<file path="config.mk">
export PLATFORM = sky130hd
export DESIGN_NAME = bus_seq_top
export DESIGN_NICKNAME = d
export VERILOG_FILES = /design/src/rtl/bus_seq_pkg.sv /design/src/rtl/bus_seq_fsm.sv /design/src/rtl/bus_seq_reqreg.sv /design/src/rtl/bus_seq_drive.sv /design/src/rtl/bus_seq_capture.sv /design/src/rtl/bus_seq_top.sv
export SDC_FILE = /design/constraint.sdc
export NUM_CORES = 1
export LEC_CHECK = 0
export BUFFER_PORTS_ARGS = -buffer_cell sky130_fd_sc_hd__buf_2
export CORE_MARGIN = 3
export CORE_UTILIZATION = 45
export DETAILED_ROUTE_END_ITERATION = 10
export GPL_TIMING_DRIVEN = 1
export PLACE_DENSITY_LB_ADDON = 0.05
export SLEW_MARGIN = 25
export SYNTH_ARGS = -nofsm -noshare
export SYNTH_HDL_FRONTEND = slang
export SYNTH_SLANG_ARGS = --single-unit
</file>
<file path="constraint.sdc">
create_clock -name clk -period 2.8 [get_ports clk]
set_input_delay 0.56 -clock clk [delete_from_list [all_inputs] [get_ports clk]]
set_output_delay 0.56 -clock clk [all_outputs]
set_load 0.03 [all_outputs]
</file>
<file path="src/rtl/bus_seq_pkg.sv">
// Shared types and kind decoders for the multiplexed bus cycle sequencer.
// Assumes a 3-bit kind code; codes above 4 are illegal.
package bus_seq_pkg;

    typedef enum logic [2:0] {
        CYC_FETCH = 3'd0,
        CYC_MRD   = 3'd1,
        CYC_MWR   = 3'd2,
        CYC_IORD  = 3'd3,
        CYC_IOWR  = 3'd4
    } cyc_kind_e;

    typedef enum logic [2:0] {
        ST_IDLE = 3'd0,
        ST_T1   = 3'd1,
        ST_T2   = 3'd2,
        ST_TW   = 3'd3,
        ST_T3   = 3'd4,
        ST_T4   = 3'd5,
        ST_HOLD = 3'd6
    } tstate_e;

    function automatic logic kind_legal(input logic [2:0] k);
        return k <= 3'd4;
    endfunction

    function automatic logic kind_reads(input cyc_kind_e k);
        return (k == CYC_FETCH) || (k == CYC_MRD) || (k == CYC_IORD);
    endfunction

    function automatic logic kind_writes(input cyc_kind_e k);
        return (k == CYC_MWR) || (k == CYC_IOWR);
    endfunction

    function automatic logic kind_is_io(input cyc_kind_e k);
        return (k == CYC_IORD) || (k == CYC_IOWR);
    endfunction

    function automatic logic [1:0] kind_status(input cyc_kind_e k);
        logic [1:0] code;
        case (k)
            CYC_FETCH:         code = 2'b11;
            CYC_MRD, CYC_IORD: code = 2'b10;
            CYC_MWR, CYC_IOWR: code = 2'b01;
            default:           code = 2'b00;
        endcase
        return code;
    endfunction

endpackage

</file>
<file path="src/rtl/bus_seq_fsm.sv">
// T-state sequencer. Takes a legal request only when idle and not
// handing over the bus, and inserts waits while bus_ready is low after T2.
// A fetch adds T4. The bus is granted only between machine cycles.
// Assumes the latched kind (is_fetch) is stable from T1 onward.
module bus_seq_fsm
    import bus_seq_pkg::*;
(
    input  logic       clk,
    input  logic       rst_n,
    input  logic       req_valid,
    input  logic [2:0] req_kind,
    input  logic       is_fetch,
    input  logic       hold,
    input  logic       bus_ready,
    output tstate_e    state,
    output logic       accept,
    output logic       req_ready
);

    tstate_e nxt;

    // Next T-state selection.
    always_comb begin
        nxt = state;
        case (state)
            ST_IDLE: begin
                if (hold)                                   nxt = ST_HOLD;
                else if (req_valid && kind_legal(req_kind)) nxt = ST_T1;
            end
            ST_T1:        nxt = ST_T2;
            ST_T2, ST_TW: nxt = bus_ready ? ST_T3 : ST_TW;
            ST_T3: begin
                if (is_fetch) nxt = ST_T4;
                else          nxt = hold ? ST_HOLD : ST_IDLE;
            end
            ST_T4:        nxt = hold ? ST_HOLD : ST_IDLE;
            ST_HOLD:      nxt = hold ? ST_HOLD : ST_IDLE;
            default:      nxt = ST_IDLE;
        endcase
    end

    // State register.
    always_ff @(posedge clk) begin
        if (!rst_n) state <= ST_IDLE;
        else        state <= nxt;
    end

    // Request handshake terms.
    always_comb begin
        req_ready = (state == ST_IDLE) && !hold;
        accept    = req_ready && req_valid && kind_legal(req_kind);
    end

endmodule

</file>
<file path="src/rtl/bus_seq_reqreg.sv">
// Holds the accepted request so that status, address and write byte
// stay steady for the whole machine cycle. Loads only on accept.
module bus_seq_reqreg
    import bus_seq_pkg::*;
#(
    parameter int ADDR_W = 16,
    parameter int DATA_W = 8
) (
    input  logic              clk,
    input  logic              rst_n,
    input  logic              accept,
    input  logic [2:0]        req_kind,
    input  logic [ADDR_W-1:0] req_addr,
    input  logic [DATA_W-1:0] req_wdata,
    output cyc_kind_e         kind_q,
    output logic [ADDR_W-1:0] addr_q,
    output logic [DATA_W-1:0] wdata_q
);

    // Request capture.
    always_ff @(posedge clk) begin
        if (!rst_n) begin
            kind_q  <= CYC_FETCH;
            addr_q  <= '0;
            wdata_q <= '0;
        end else if (accept) begin
            kind_q  <= cyc_kind_e'(req_kind);
            addr_q  <= req_addr;
            wdata_q <= req_wdata;
        end
    end

endmodule

</file>
<file path="src/rtl/bus_seq_drive.sv">
// Decodes the T-state and the latched request into bus pin values.
// Pure combinational. An I/O cycle repeats the port byte on the high
// address lines. During hand-over every enable is dropped except ale.
module bus_seq_drive
    import bus_seq_pkg::*;
#(
    parameter int ADDR_W = 16,
    parameter int DATA_W = 8,
    parameter int HI_W   = ADDR_W - DATA_W
) (
    input  tstate_e           state,
    input  cyc_kind_e         kind_q,
    input  logic [ADDR_W-1:0] addr_q,
    input  logic [DATA_W-1:0] wdata_q,
    output logic [HI_W-1:0]   addr_hi,
    output logic [DATA_W-1:0] ad_out,
    output logic              ad_oe,
    output logic              ale,
    output logic              rd_n,
    output logic              wr_n,
    output logic              io_m,
    output logic              s1,
    output logic              s0,
    output logic              bus_oe,
    output logic              hlda
);

    logic in_cycle;
    logic strobe;

    // Phase terms.
    always_comb begin
        in_cycle = (state == ST_T1) || (state == ST_T2) || (state == ST_TW) ||
                   (state == ST_T3) || (state == ST_T4);
        strobe   = (state == ST_T2) || (state == ST_TW) || (state == ST_T3);
    end

    // Strobes, status and enables.
    always_comb begin
        ale      = (state == ST_T1);
        rd_n     = !(strobe && kind_reads(kind_q));
        wr_n     = !(strobe && kind_writes(kind_q));
        ad_oe    = (state == ST_T1) || (strobe && kind_writes(kind_q));
        ad_out   = (state == ST_T1) ? addr_q[DATA_W-1:0] : wdata_q;
        {s1, s0} = in_cycle ? kind_status(kind_q) : 2'b00;
        io_m     = in_cycle && kind_is_io(kind_q);
        bus_oe   = (state != ST_HOLD);
        hlda     = (state == ST_HOLD);
    end

    // High address byte: port byte repeated for I/O, upper address otherwise.
    always_comb begin
        for (int i = 0; i < HI_W; i++) begin
            if (kind_is_io(kind_q)) addr_hi[i] = addr_q[i % DATA_W];
            else                    addr_hi[i] = addr_q[DATA_W + i];
        end
    end

endmodule

</file>
<file path="src/rtl/bus_seq_capture.sv">
// Samples the shared lines at the edge that ends T3 of a read-type
// cycle and raises done for the one following cycle.
module bus_seq_capture
    import bus_seq_pkg::*;
#(
    parameter int DATA_W = 8
) (
    input  logic              clk,
    input  logic              rst_n,
    input  tstate_e           state,
    input  cyc_kind_e         kind_q,
    input  logic [DATA_W-1:0] ad_in,
    output logic              done,
    output logic [DATA_W-1:0] rdata
);

    logic take;

    // Capture condition.
    always_comb take = (state == ST_T3) && kind_reads(kind_q);

    // Read byte register and completion pulse.
    always_ff @(posedge clk) begin
        if (!rst_n) begin
            done  <= 1'b0;
            rdata <= '0;
        end else begin
            done <= take;
            if (take) rdata <= ad_in;
        end
    end

endmodule

</file>
<file path="src/rtl/bus_seq_top.sv">
// Multiplexed address/data bus cycle sequencer: runs one machine cycle
// per accepted request, with READY waits and HOLD hand-over.
// Assumes ADDR_W > DATA_W; the shared lines carry the low DATA_W bits.
module bus_seq_top
    import bus_seq_pkg::*;
#(
    parameter int ADDR_W = 16,
    parameter int DATA_W = 8
) (
    input  logic                     clk,
    input  logic                     rst_n,
    input  logic                     req_valid,
    input  logic [2:0]               req_kind,
    input  logic [ADDR_W-1:0]        req_addr,
    input  logic [DATA_W-1:0]        req_wdata,
    output logic                     req_ready,
    input  logic                     bus_ready,
    input  logic                     hold,
    output logic                     hlda,
    output logic [ADDR_W-DATA_W-1:0] addr_hi,
    output logic [DATA_W-1:0]        ad_out,
    output logic                     ad_oe,
    input  logic [DATA_W-1:0]        ad_in,
    output logic                     ale,
    output logic                     rd_n,
    output logic                     wr_n,
    output logic                     io_m,
    output logic                     s1,
    output logic                     s0,
    output logic                     bus_oe,
    output logic                     done,
    output logic [DATA_W-1:0]        rdata
);

    localparam int HI_W = ADDR_W - DATA_W;

    tstate_e           state;
    logic              accept;
    cyc_kind_e         kind_q;
    logic [ADDR_W-1:0] addr_q;
    logic [DATA_W-1:0] wdata_q;

    bus_seq_fsm u_fsm (
        .clk       (clk),
        .rst_n     (rst_n),
        .req_valid (req_valid),
        .req_kind  (req_kind),
        .is_fetch  (kind_q == CYC_FETCH),
        .hold      (hold),
        .bus_ready (bus_ready),
        .state     (state),
        .accept    (accept),
        .req_ready (req_ready)
    );

    bus_seq_reqreg #(.ADDR_W(ADDR_W), .DATA_W(DATA_W)) u_req (
        .clk       (clk),
        .rst_n     (rst_n),
        .accept    (accept),
        .req_kind  (req_kind),
        .req_addr  (req_addr),
        .req_wdata (req_wdata),
        .kind_q    (kind_q),
        .addr_q    (addr_q),
        .wdata_q   (wdata_q)
    );

    bus_seq_drive #(.ADDR_W(ADDR_W), .DATA_W(DATA_W), .HI_W(HI_W)) u_drv (
        .state   (state),
        .kind_q  (kind_q),
        .addr_q  (addr_q),
        .wdata_q (wdata_q),
        .addr_hi (addr_hi),
        .ad_out  (ad_out),
        .ad_oe   (ad_oe),
        .ale     (ale),
        .rd_n    (rd_n),
        .wr_n    (wr_n),
        .io_m    (io_m),
        .s1      (s1),
        .s0      (s0),
        .bus_oe  (bus_oe),
        .hlda    (hlda)
    );

    bus_seq_capture #(.DATA_W(DATA_W)) u_cap (
        .clk    (clk),
        .rst_n  (rst_n),
        .state  (state),
        .kind_q (kind_q),
        .ad_in  (ad_in),
        .done   (done),
        .rdata  (rdata)
    );

endmodule

</file>
* Word level (Yosys, flattened, before mapping)
Cells that the tools add are included.
Cells by class: muxes and demuxes 17, equal/unequal tests 12, reduce and logical (&&, ||, !) cells 28, order comparisons 1
Operators by type and width (count):
- $mux 3 | 5
- $pmux 3 s5 | 1
- $eq 3x2->1 const B | 4
- $eq 3x3->1 const B | 4
- $logic_or 1x1->1 | 11
- $logic_and 1x1->1 | 8
- $mux 1 | 8
- $mux 8 | 1
- $reduce_or 2->1 | 4
- $eq 3x1->1 const B | 2
- $logic_not 3->1 | 2
- $pmux 2 s3 | 1
- $le 3x3->1 const B | 1
- $logic_not 1->1 | 3
- $ne 3x2->1 const B | 1
- $ne 3x3->1 const B | 1
- $mux 2 | 1
Storage, ports and cells: logic and storage cells 64, input bits 40, flip-flop bits (word level) 39, output and inout port bits 35

* Logic depth before layout (Yosys ltp)
depth in word-level cells 6, mapped depth 7, gate-level depth less buffers 4

* Cells and area by module
Synthesis repeated with hierarchy kept, for this count alone.
Second synthesis, totals: cell total of the unflattened synthesis 247, area, all modules 2304.7 µm²
By module, submodules not included:
- bus_seq_reqreg | area each 1038.5 µm², times used 1, cells each 86, sequential area each 540.5 µm²
- bus_seq_drive | area each 651.9 µm², times used 1, cells each 95, sequential area each 0.0 µm²
- bus_seq_capture | area each 369.1 µm², times used 1, cells each 39, sequential area each 180.2 µm²
- bus_seq_fsm | area each 235.2 µm², times used 1, cells each 26, sequential area each 60.1 µm²
- bus_seq_top | area each 10.0 µm², times used 1, cells each 1, sequential area each 0.0 µm²

* Worst setup path after synthesis
OpenSTA, ideal clock, no wires.
path type flip-flop to output port, from register u_fsm.state[2], to output ad_oe, stages on the path, launching flop included 5, data required time 2.240 ns, buffers on the path 1, data arrival time 1.592 ns, setup slack 0.648 ns, cell sequence dfxtp_1 > clkbuf_1 > nor2b_1 > o211ai_1 > nand2b_1
Between the ends: word-level cells in the longest chain between the ends 5, elaborated cells on any way between the ends 8, classes of those cells eq/ne: 4; reduce/logical: 4
Ends and longest elaborated chain:
- start, declared | RTL line bus_seq_fsm.sv:15 | output tstate_e state,
- start signal, assigned | RTL line bus_seq_fsm.sv:45 | else state <= nxt;
- $eq 3x2->1 | RTL line bus_seq_drive.sv:35 | strobe = (state == ST_T2) || (state == ST_TW) || (state == ST_T3);
- $logic_or 1x1->1 (2 in a row) | RTL line bus_seq_drive.sv:35
- $logic_and 1x1->1 | RTL line bus_seq_drive.sv:43 | ad_oe = (state == ST_T1) || (strobe && kind_writes(kind_q));
- $logic_or 1x1->1 * | RTL line bus_seq_drive.sv:43
- end, declared | RTL line bus_seq_top.sv:22 | output logic ad_oe,
Every way passes the cells marked *; elsewhere a longest branch is shown, timed or not.

* Worst setup path after layout
from register u_req.kind_q[0], to output addr_hi[4]
Between the ends: word-level cells in the longest chain between the ends 3, elaborated cells on any way between the ends 4, classes of those cells eq/ne: 2; mux: 1; reduce/logical: 1
Ends and longest elaborated chain:
- start, declared | RTL line bus_seq_reqreg.sv:15 | output cyc_kind_e kind_q,
- start signal, assigned | RTL line bus_seq_reqreg.sv:27 | kind_q <= cyc_kind_e'(req_kind);
- $eq 3x2->1 / $eq 3x3->1 (equally long branches) | RTL line bus_seq_pkg.sv:36 | return (k == CYC_IORD) || (k == CYC_IOWR);
- $logic_or 1x1->1 * | RTL line bus_seq_pkg.sv:36
- $mux 1 * | RTL line bus_seq_drive.sv:54 | if (kind_is_io(kind_q)) addr_hi[i] = addr_q[i % DATA_W];
- end, declared | RTL line bus_seq_top.sv:20 | output logic [ADDR_W-DATA_W-1:0] addr_hi,
Marked as above.

==> results.toml <==
[clock_tree]
cts_buffer_depth = 2
post_cts_buffers = 0
cts_resized = 0
cts_hold_buf = 0
cts_sinks = 39
clk_latency_ns = 0.28
cts_tree = "yes"
cts_root_buf = "clkbuf_8"
numCtsBuffers = 5
clk_pin_slew_ns = 0.07
cts_max_level = 2

[layout]
diodes = 0
nets = 333
postLayoutCellArea_um2 = 2434
drive_above_1_share_pct = 38.10
final_util_pct = 58.73
area_growth_syn_to_layout_pct = 21.94

[global_route]
grt.total_usage_pct = 17.10
overflow = 0
antenna_found_initial = 0
grt_pass1_wl_um = 7182
first_global_vias = 1578
grt_max_degree = 37

[yosys]
synth.most_common_cell = "nand2_1"
syn_area_um2 = 1996
ys_ff_latch = 39
syn_inst = 226
synth_top_cell_by_area = "dfxtp_1"
post_synth.cell_area_avg_um2 = 8.830
postSynth.asyncResetShare_pct = 0
ys_top_cells_by_count = "nand2_1, dfxtp_1, mux2i_1"
yosys_warnings = 0
seq_area_frac_synth_pct = 39.12
yosysTopAreaCellShare_pct = 39.12
yosysUniqueCellTypes = 37
synth_area_leaders = "dfxtp_1, mux2i_1, nand2_1"
synth_edf_count = 0
syn-num-nets = 266
synthFlopType = "dfxtp_1"

[route]
drt_wl_total_um = 4439
ant_nets = 0
drc_errors = 0
drt_first_iter_violations = 89
vias_per_cell = 5.113
first_pass_iters = 4
wl_per_cell_um = 12.90
vias = 1759

[min_path]
hold_path.class = "reg2reg"
min_delay_path_depth = 2

[placement]
placed_area_um2 = 2352
port_buffers = 74
gp_congestion = 0.7629
post-dp-hpwl_um = 3204

[sta]
min_period_ns = 2.510
maxSlewHeadroom_pct = 50.00
worstMarginPinSlew_ns = 0.7485
skew_ns = 0.001716
rsz0062_at_grt = "false"
tns_ns = 0
finalHoldViolCount = 0
fmax_ghz = 0.3985
report.final.slew_viol_count = 0
post-route-period-util_pct = 89.63
final-setup-viol-count = 0
holdWs_ns = 0.4589

[power]
pwr-share-comb_pct = 31.0
p_sw_share_pct = 34.97
power_density_nw_per_um2 = 597.3
intPower_mw = 0.9453
power_mw = 1.454
power_switching_mw = 0.5083
irDropWorstVdd_mv = 0.2768
power_frac_clock_pct = 24.7
pwr-share-seq_pct = 44.2
p_leak_nw = 1.270

[critical_path]
cp.required_ns = 2.24
critical_path_class = "reg2out"
cp.arrival_ns = 1.95
worstSetupStartpointType = "flop"
crit_path_end_kind = "output pin"
reg2reg_depth = 5
crit_path_max_fanout = 9

[floorplanning]
coreArea_um2 = 4144
rows = 23
pin_count = 75
start_util_pct = 48.16
design.die.area_um2 = 5270
die_w_um = 72.60
dieHeight_um = 72.60

[job]
drv_cap = 0

[status]
status = "finished clean"
[worst max-delay path: stages, from the launching register on]
cell     delay, ns
dfxtp_1       0.37
or3b_2        0.49
o21ai_2       0.23
mux2_2        0.40
buf_2         0.18
[final timing paths]
| kind | slack [ns] | from | to |
|---|---|---|---|
| worst max register to register | 1.07 | u_fsm.state[2] | u_req.wdata_q[1] |
| worst min register to register | 0.46 | u_req.addr_q[14] | u_req.addr_q[14] |
| worst max-delay path | 0.29 | u_req.kind_q[0] | addr_hi[4] |
| worst min-delay path | 0.46 | u_req.addr_q[14] | u_req.addr_q[14] |
[flip-flops by register name (all words and copies together) (netlist names)]
signal	count
u_req.addr_q	16
u_cap.rdata	8
u_req.wdata_q	8
u_fsm.state	3
u_req.kind_q	3
u_cap.done	1
[stage by stage]
stage | std cells | setup slack (ns)
3_5_place_dp | 336 | 0.5989
6_report | 344 | 0.2904
4_1_cts | 344 | 0.2811
2_1_floorplan | 226 | 0.6483
5_1_grt | 344 | 0.2271
3_3_place_gp | 336 | 0.6367
[cell usage in the layout, fill, tap and decap left out, types with 2 or more instances in the layout]
cell,n
nand2_1,62
dfxtp_1,39
buf_4,6
inv_1,2
buf_2,74
a21oi_1,9
nand2b_1,3
a311oi_1,2
mux2_2,16
nand4_1,8
o211ai_1,2
clkbuf_1,2
o21ai_0,2
mux2i_1,27
clkbuf_8,5
clkinv_1,2
nor2b_1,3
nor3_1,2
or3b_2,2
o31ai_1,8
[power groups by stage]
stage	Clock [mW]	Sequential [mW]	Combinational, mW
floorplan	0	0.656	0.336
global placement	0	0.656	0.453
detailed placement	0	0.656	0.454
CTS	0.370	0.643	0.455
global route	0.392	0.652	0.486
finish	0.359	0.643	0.451
[cell type report]
type | count | area (um2)
fillers | 395 | 1710
multi-input cells | 162 | 1075
flip-flops and latches | 39 | 780.7
repair buffers | 80 | 415.4
clock buffers | 7 | 76.32
well taps | 50 | 62.56
inverters | 5 | 18.77
clock inverters | 1 | 5.005
[cells by family (layout without fill, tap and decap cells)]
logic type	after synthesis	in the layout	share of synthesized area (%)
and+or+nand+nor	90	90	21.07
muxes	43	43	22.57
DFF	39	39	39.12
AOI/OAI and AO/OA	28	28	9.530
buffers and inverters	25	93	7.272
xor gates and xnor gates	1	1	0.4390
[routing by layer]
metal  share of wire, %  track usage (%)
met1                 44            21.66
met2                 47            27.56
met3                7.3            5.234
met4                1.2            5.943
met5                  0                0
Power figures use the tool's default switching activity.
